## src/rtl/tvf_pkg.sv

```systemverilog
package tvf_pkg;
  localparam int REG_W       = 32;
  localparam int LVL_W       = 2;
  localparam int NUM_LVL     = 1 << LVL_W;
  localparam int NS_DIS_LSB  = 20;
  localparam int S_DIS_LSB   = 16;
  localparam int FRC_SERR_B  = 11;
  localparam int FRC_RST_B   = 10;
  localparam int SS_STAT_B   = 9;
  // levels that exist in each security state; others are read-as-zero
  localparam logic [NUM_LVL-1:0] NS_IMPL = 4'b0111;
  localparam logic [NUM_LVL-1:0] S_IMPL  = 4'b1011;

  typedef enum logic [1:0] {
    EVT_INSTR  = 2'd0,
    EVT_EXC    = 2'd1,
    EVT_RESET  = 2'd2,
    EVT_SERROR = 2'd3
  } evt_kind_e;

  typedef struct packed {
    logic [NUM_LVL-1:0] ns_dis;
    logic [NUM_LVL-1:0] s_dis;
    logic               frc_serr;
    logic               frc_rst;
  } cfg_t;

  function automatic logic [REG_W-1:0] cfg_to_word(cfg_t c, logic started);
    logic [REG_W-1:0] w;
    w = '0;
    w[NS_DIS_LSB +: NUM_LVL] = c.ns_dis & NS_IMPL;
    w[S_DIS_LSB  +: NUM_LVL] = c.s_dis & S_IMPL;
    w[FRC_SERR_B] = c.frc_serr;
    w[FRC_RST_B]  = c.frc_rst;
    w[SS_STAT_B]  = started;
    return w;
  endfunction

  function automatic logic level_suppressed(cfg_t c, logic secure, logic [LVL_W-1:0] lvl);
    return secure ? c.s_dis[lvl] : c.ns_dis[lvl];
  endfunction
endpackage

```

## src/rtl/tvf_cfg_regs.sv

```systemverilog
module tvf_cfg_regs
  import tvf_pkg::*;
#(
  parameter int W = REG_W
) (
  input  logic         clk,
  input  logic         rst_n,
  input  logic         wr_en,
  input  logic         rd_en,
  input  logic [W-1:0] wdata,
  input  logic         ss_started,
  output logic [W-1:0] rdata,
  output cfg_t         cfg
);
  logic [NUM_LVL-1:0] ns_q, s_q;
  logic               frc_serr_q, frc_rst_q;

  // one flop per implemented level bit, constant zero elsewhere
  for (genvar i = 0; i < NUM_LVL; i++) begin : g_lvl
    if (NS_IMPL[i]) begin : g_ns
      always_ff @(posedge clk or negedge rst_n)
        if (!rst_n)     ns_q[i] <= 1'b0;
        else if (wr_en) ns_q[i] <= wdata[NS_DIS_LSB + i];
    end else begin : g_ns_raz
      assign ns_q[i] = 1'b0;
    end
    if (S_IMPL[i]) begin : g_s
      always_ff @(posedge clk or negedge rst_n)
        if (!rst_n)     s_q[i] <= 1'b0;
        else if (wr_en) s_q[i] <= wdata[S_DIS_LSB + i];
    end else begin : g_s_raz
      assign s_q[i] = 1'b0;
    end
  end

  always_ff @(posedge clk or negedge rst_n) begin
    if (!rst_n) begin
      frc_serr_q <= 1'b0;
      frc_rst_q  <= 1'b0;
    end else if (wr_en) begin
      frc_serr_q <= wdata[FRC_SERR_B];
      frc_rst_q  <= wdata[FRC_RST_B];
    end
  end

  assign cfg = '{ns_dis: ns_q, s_dis: s_q, frc_serr: frc_serr_q, frc_rst: frc_rst_q};

  always_ff @(posedge clk or negedge rst_n) begin
    if (!rst_n)     rdata <= '0;
    else if (rd_en) rdata <= cfg_to_word(cfg, ss_started);
    else            rdata <= '0;
  end

  logic unused_wdata;
  assign unused_wdata = ^wdata;
endmodule

```

## src/rtl/tvf_level_gate.sv

```systemverilog
module tvf_level_gate
  import tvf_pkg::*;
(
  input  cfg_t             cfg,
  input  logic             ss_started,
  input  logic             secure,
  input  logic [LVL_W-1:0] level,
  output logic             view_ok
);
  logic suppressed;
  assign suppressed = level_suppressed(cfg, secure, level);
  assign view_ok    = ss_started & ~suppressed;
endmodule

```

## src/rtl/tvf_event_judge.sv

```systemverilog
module tvf_event_judge
  import tvf_pkg::*;
(
  input  logic      clk,
  input  logic      rst_n,
  input  logic      evt_valid,
  input  evt_kind_e kind,
  input  logic      view_ok,
  input  logic      frc_rst,
  input  logic      frc_serr,
  output logic      trace_en,
  output logic      prev_traced
);
  logic decide;

  always_comb begin
    unique case (kind)
      EVT_RESET:  decide = frc_rst  | prev_traced;
      EVT_SERROR: decide = frc_serr | prev_traced;
      default:    decide = view_ok;
    endcase
  end

  assign trace_en = evt_valid & decide;

  always_ff @(posedge clk or negedge rst_n) begin
    if (!rst_n)         prev_traced <= 1'b0;
    else if (evt_valid) prev_traced <= decide;
  end
endmodule

```

## src/rtl/trace_view_filter.sv

```systemverilog
module trace_view_filter
  import tvf_pkg::*;
(
  input  logic             clk,
  input  logic             rst_n,
  input  logic             reg_wr_en,
  input  logic             reg_rd_en,
  input  logic [REG_W-1:0] reg_wdata,
  output logic [REG_W-1:0] reg_rdata,
  input  logic             ss_started,
  input  logic             evt_valid,
  input  logic             evt_secure,
  input  logic [LVL_W-1:0] evt_level,
  input  logic [1:0]       evt_kind,
  output logic             trace_en
);
  cfg_t      cfg;
  logic      view_ok;
  logic      prev_traced;
  evt_kind_e kind;

  assign kind = evt_kind_e'(evt_kind);

  tvf_cfg_regs #(.W(REG_W)) u_regs (
    .clk        (clk),
    .rst_n      (rst_n),
    .wr_en      (reg_wr_en),
    .rd_en      (reg_rd_en),
    .wdata      (reg_wdata),
    .ss_started (ss_started),
    .rdata      (reg_rdata),
    .cfg        (cfg)
  );

  tvf_level_gate u_gate (
    .cfg        (cfg),
    .ss_started (ss_started),
    .secure     (evt_secure),
    .level      (evt_level),
    .view_ok    (view_ok)
  );

  tvf_event_judge u_judge (
    .clk         (clk),
    .rst_n       (rst_n),
    .evt_valid   (evt_valid),
    .kind        (kind),
    .view_ok     (view_ok),
    .frc_rst     (cfg.frc_rst),
    .frc_serr    (cfg.frc_serr),
    .trace_en    (trace_en),
    .prev_traced (prev_traced)
  );
endmodule

```

## config.mk

```make
export PLATFORM = sky130hd
export DESIGN_NAME = trace_view_filter
export DESIGN_NICKNAME = d
export VERILOG_FILES = /design/src/rtl/tvf_pkg.sv /design/src/rtl/tvf_cfg_regs.sv /design/src/rtl/tvf_level_gate.sv /design/src/rtl/tvf_event_judge.sv /design/src/rtl/trace_view_filter.sv
export SDC_FILE = /design/constraint.sdc
export NUM_CORES = 1
export LEC_CHECK = 0
export ABC_AREA = 1
export BUFFER_PORTS_ARGS = -buffer_cell sky130_fd_sc_hd__buf_2
export CAP_MARGIN = 30
export CELL_PAD_IN_SITES_DETAIL_PLACEMENT = 1
export CELL_PAD_IN_SITES_GLOBAL_PLACEMENT = 1
export CORE_ASPECT_RATIO = 0.5
export CORE_MARGIN = 1.5
export CORE_UTILIZATION = 27
export CTS_CLUSTER_DIAMETER = 80
export DETAILED_ROUTE_END_ITERATION = 7
export GPL_ROUTABILITY_DRIVEN = 0
export GPL_TIMING_DRIVEN = 0
export MAX_ROUTING_LAYER = met4
export PLACE_DENSITY = 0.84
export SETUP_SLACK_MARGIN = 0.4
export SLEW_MARGIN = 20
export SYNTH_ARGS = -nofsm -noshare
export SYNTH_HDL_FRONTEND = slang
export SYNTH_SLANG_ARGS = --single-unit
export TNS_END_PERCENT = 5
```

## constraint.sdc

```tcl
create_clock -name clk -period 2.2 [get_ports clk]
set_clock_uncertainty 0.15 [all_clocks]
set_input_delay 0 -clock clk [delete_from_list [all_inputs] [get_ports clk]]
set_output_delay 0 -clock clk [all_outputs]
set_load 0.02 [all_outputs]
```

* After elaboration in Yosys (flattened, before gate mapping)
Index checks and enable logic that the tools add are counted.
** Storage, ports and cells
- Bits in registers :: 41
- Logic and storage cells :: 25
- Bits in read-only memories :: 0
- Output and inout port bits :: 33
- RAM bits :: 0
- Bits in latches :: 0
- Memories :: 0
** Cells by class
- Multipliers :: 0
- Equal/unequal tests :: 2
- Divide/modulo/power cells :: 0
- Shift-type cells :: 0
- Magnitude comparators :: 1
- Add/subtract/negate cells :: 0
- Reductions and logical operators :: 0
- Muxes and demuxes :: 7
- Bitwise logic cells :: 5
** Operators with widths (count)
- $mux W23 :: 1
- $bmux W1 S2 :: 2
- $eq A2 B2 Y1 const B :: 2
- $lt A2 B3 Y1 const B :: 1
- $mux W1 :: 3
- $and A1 B1 Y1 :: 2
- $or A1 B1 Y1 :: 2
- $pmux W1 S2 :: 1
- $not A1 Y1 :: 1

* Longest topological paths before layout
- Depth after elaboration :: 7
- Depth in mapped cells :: 9
- Gate-level depth less buffers :: 9

* Cells and area by module
A second synthesis with hierarchy kept.
** Second synthesis, totals
- Cells, all modules :: 124
- Area total of the unflattened synthesis :: 980.9 um^2
** By module, submodules not included
- tvf_cfg_regs :: cells each 90, sequential area each 425.4 um^2, area an instance 819.5 um^2, instances 1
- tvf_level_gate :: cells each 20, sequential area each 0.0 um^2, area an instance 81.3 um^2, instances 1
- tvf_event_judge :: cells each 14, sequential area each 25.0 um^2, area an instance 80.1 um^2, instances 1

* Least setup slack after synthesis
Ideal clock, no wire load.
- Kind :: register to output
- Start :: reg u_regs.s_q[0], in the netlist u_regs.cfg[2]
- End :: out trace_en
- Data required time :: 2.050 ns
- Arrival :: 0.891 ns
- Setup slack :: 1.159 ns
- Stages on the path, launching flop included :: 10
- Buffers on the path :: 0
- Path through :: dfrtp_1 > inv_1 > nand2_1 > nand3_1 > nand2_1 > nand2_1 > nand2_1 > nand2_1 > nand2_1 > inv_1
** On the way
- Cells in the longest elaborated chain, start to end :: 7
** Ends and longest elaborated chain
- from (decl) :: RTL line tvf_cfg_regs.sv:15 : logic [NUM_LVL-1:0] ns_q, s_q;
- from (signal, indexed assignment) :: RTL line tvf_cfg_regs.sv:30 : else if (wr_en) s_q[i] <= wdata[S_DIS_LSB + i];
- $bmux W1 S2 :: RTL line tvf_pkg.sv:40 : return secure ? c.s_dis[lvl] : c.ns_dis[lvl];
- $mux W1 (implied by the code) :: RTL line tvf_pkg.sv:40
- $mux W1 :: RTL line tvf_pkg.sv:40
- $not A1 Y1 :: RTL line tvf_level_gate.sv:12 : assign view_ok = ss_started & ~suppressed;
- $and A1 B1 Y1 :: RTL line tvf_level_gate.sv:12
- $pmux W1 S2 :: RTL line tvf_event_judge.sv:17 : unique case (kind)
- $and A1 B1 Y1 :: RTL line tvf_event_judge.sv:24 : assign trace_en = evt_valid & decide;
- to (decl) :: RTL line trace_view_filter.sv:15 : output logic trace_en
No other way between the ends. The select of a mux whose other input is x is not followed.

==> flow_metrics.py <==
metrics = {
    "floorplanning": {
        "core_region_area_um2": 3136,
        "die_w_um": 85.87,
        "dieArea_um2": 3816,
        "start_util_pct": 29.57,
        "rows": 14,
        "die_y_um": 44.44,
        "num_io_pins": 76,
    },
    "clock_tree": {
        "htreeDepth": 1,
        "ctsLongestPathBuffers": 2,
        "clk_pin_slew_worst_paths_ns": 0.07,
        "clk_latency_ns": 0.25,
        "cts_root_buf": "clkbuf_8",
        "cts_tree": "built",
        "post_cts_buffers": 0,
        "cts_buffers": 3,
        "cts_num_sinks": 18,
    },
    "finish": {
        "fillCellCount": 392,
        "postLayoutCoreUtil_pct": 45.13,
        "nets": 222,
        "antenna-diode-count": 0,
        "final_cell_mix": "buf_2, nand2_1, buf_4, conb_1, inv_1",
        "syn_to_final_growth_pct": 52.63,
        "fin_cells": 218,
        "drive_gt1_share_pct": 36.52,
        "layout_commonest_cell": "buf_2",
    },
    "sta": {
        "rsz0062_at_grt": "no",
        "hold_violations": 1,
        "fmax_mhz": 647.8,
        "fin_crit_sh_pct": 70.17,
        "slew_viol_final": 0,
        "finalSetupViolations": 0,
        "setup_tns_ns": 0,
        "worst_slack_ns": 0.6562,
        "finalCriticalPeriod_ns": 1.544,
        "holdWs_ns": -0.02947,
    },
    "grt": {
        "grt-ovfl-total": 0,
        "antenna_found_initial": 0,
        "grt_pass1_wl_mm": 3.905,
        "grt_pass1_vias": 846,
        "grt_start_max_net_pins": 19,
        "grtUsageTotal_pct": 14.29,
    },
    "yosys": {
        "synth_compound_area_share_pct": 4.453,
        "synth-simple-area-share_pct": 14.44,
        "yosysSeqAreaShare_pct": 48.58,
        "synth_mux_area_share_pct": 3.644,
        "postSynthAreaPerCell_um2": 8.506,
        "syn_area_um2": 927.1,
        "yosys.area_share.adder_pct": 0,
        "syn_inst": 109,
        "synth_top_family_by_area": "buffers and inverters",
        "synth_area_leader_cell": "dfrtp_1",
        "synth_xor_area_share_pct": 0,
        "ys_ff_latch": 18,
        "ys_warn_count": 0,
        "synth_top_area_share_pct": 48.58,
        "yosysUniqueCellTypes": 15,
        "synthTopCellsByArea": "dfrtp_1, buf_4, nand2_1",
    },
    "routing": {
        "drcViolationCount": 0,
        "drt-initial-drc-count": 32,
        "drtAntennaViolNets": 0,
        "vias": 821,
        "drt_wl_total_mm": 2.432,
        "wl_per_cell_um": 11.16,
        "viasPerCell": 3.766,
        "drt_first_pass_iters": 4,
    },
    "run": {
        "drv_cap": 0,
    },
    "power_and_ir_drop": {
        "p_per_area_nw_per_um2": 601.2,
        "peakVddDrop_mv": 0.2353,
        "leakage_nw": 0.8784,
    },
    "place": {
        "place_ws_ns": 0.9910,
        "dp.cells": 198,
        "portBuffers": 27,
        "dp_hpwl_mm": 1.482,
    },
    "run_status": {
        "status": "finished with violations",
        "violations": "hold timing",
    },
    "hold_path": {
        "hp-class": "in -> reg",
        "hold_depth": 5,
    },
    "setup_path": {
        "arrival_ns": 1.53,
        "worst-path-max-fanout": 3,
        "worstSetupStartpointType": "register",
        "crit_required_ns": 2.19,
        "criticalPathCategory": "reg -> reg",
        "reg2reg_depth": 2,
        "critPathCaptureType": "register",
    },
}
[registers in the layout, indices dropped and copies added, names as in the netlist]
name	flops
u_judge.prev_traced	1
u_regs.cfg	6
u_regs.frc_rst_q	1
u_regs.rdata	9
u_regs.frc_serr_q	1
[Yosys cell counts]
master and number:
nand2_1 28, buf_4 23, inv_1 20, dfrtp_1 18, o21ai_0 5, mux2_2 3, nand3_1 3, inv_2 2
a21oi_2 1, buf_2 1, clkbuf_1 1, conb_1 1, nand3_2 1, nor2_1 1, o211ai_1 1
[where the power goes]
group	total [mW]	switching (mW)	internal, mW
sequential	0.373	0.0144	0.358
clock	0.267	0.108	0.159
combinational	0.211	0.120	0.0918
total	0.851	0.242	0.609
[final cells by class]
cell class	count	area, µm²	share of cell area (%)
sequential	18	450.4	31.83
multi-input combinational	66	300.3	21.22
inverter	22	82.58	5.836
timing repair buffer	43	295.3	20.87
tap	40	50.05	3.537
buffer	25	181.4	12.82
clock buffer	4	55.05	3.890
[kinds of logic (layout without fill, tap and decap cells)]
logic type	after synthesis	in the layout
AND/OR/NAND/NOR	33	33
AO/OA/AOI/OAI	7	7
flip-flops	18	18
buffers and inverters	47	94
other	1	23
multiplexers	3	3
[critical path, stage by stage, from the launching register on]
cell and delay, ns:
dfrtp_1 0.43, mux2_2 0.29, dlygate4sd3_1 0.56
[metrics by stage]
| step | power, mW | hold WS (ns) | instance area [µm²] |
|---|---|---|---|
| 2_1_floorplan | 0.5024 | -0.4456 | 1010 |
| 3_3_place_gp | 0.5464 | -0.2099 | 1195 |
| 3_5_place_dp | 0.5527 | -0.2012 | 1195 |
| 4_1_cts | 0.8498 | 0.06167 | 1420 |
| 5_1_grt | 0.8999 | 0.01379 | 1415 |
| 6_report | 0.8508 | -0.02947 | 1415 |
[routing by layer]
metal  GRT usage [%]  up-vias  wire (µm)
li1                -      408          -
met1           15.28      378       1008
met2           25.98       31       1235
met3           3.731        4        151
met4           5.806        0         36
met5               -        -          0
[path summary, 6_finish.rpt]
check | from | end | slack (ns)
min reg2reg | u_regs.cfg[6] | u_regs.rdata[20] | 0.31
max reg2reg | u_regs.cfg[5] | u_regs.cfg[5] | 0.66
min in group asynchronous | rst_n | u_regs.cfg[2] | 0.06
min | evt_kind[1] | u_judge.prev_traced | -0.03
max in group asynchronous | rst_n | u_regs.rdata[9] | 1.55
max | u_regs.cfg[5] | u_regs.cfg[5] | 0.66
[timing repair]
action | CTS | global route
hold buffers | 17 | 0
endpoints found under the setup margin | 0 | 1
resized for setup | 0 | 3
hold endpoints to repair | 36 | 0
No activity file was read; power rests on OpenSTA's default activity.
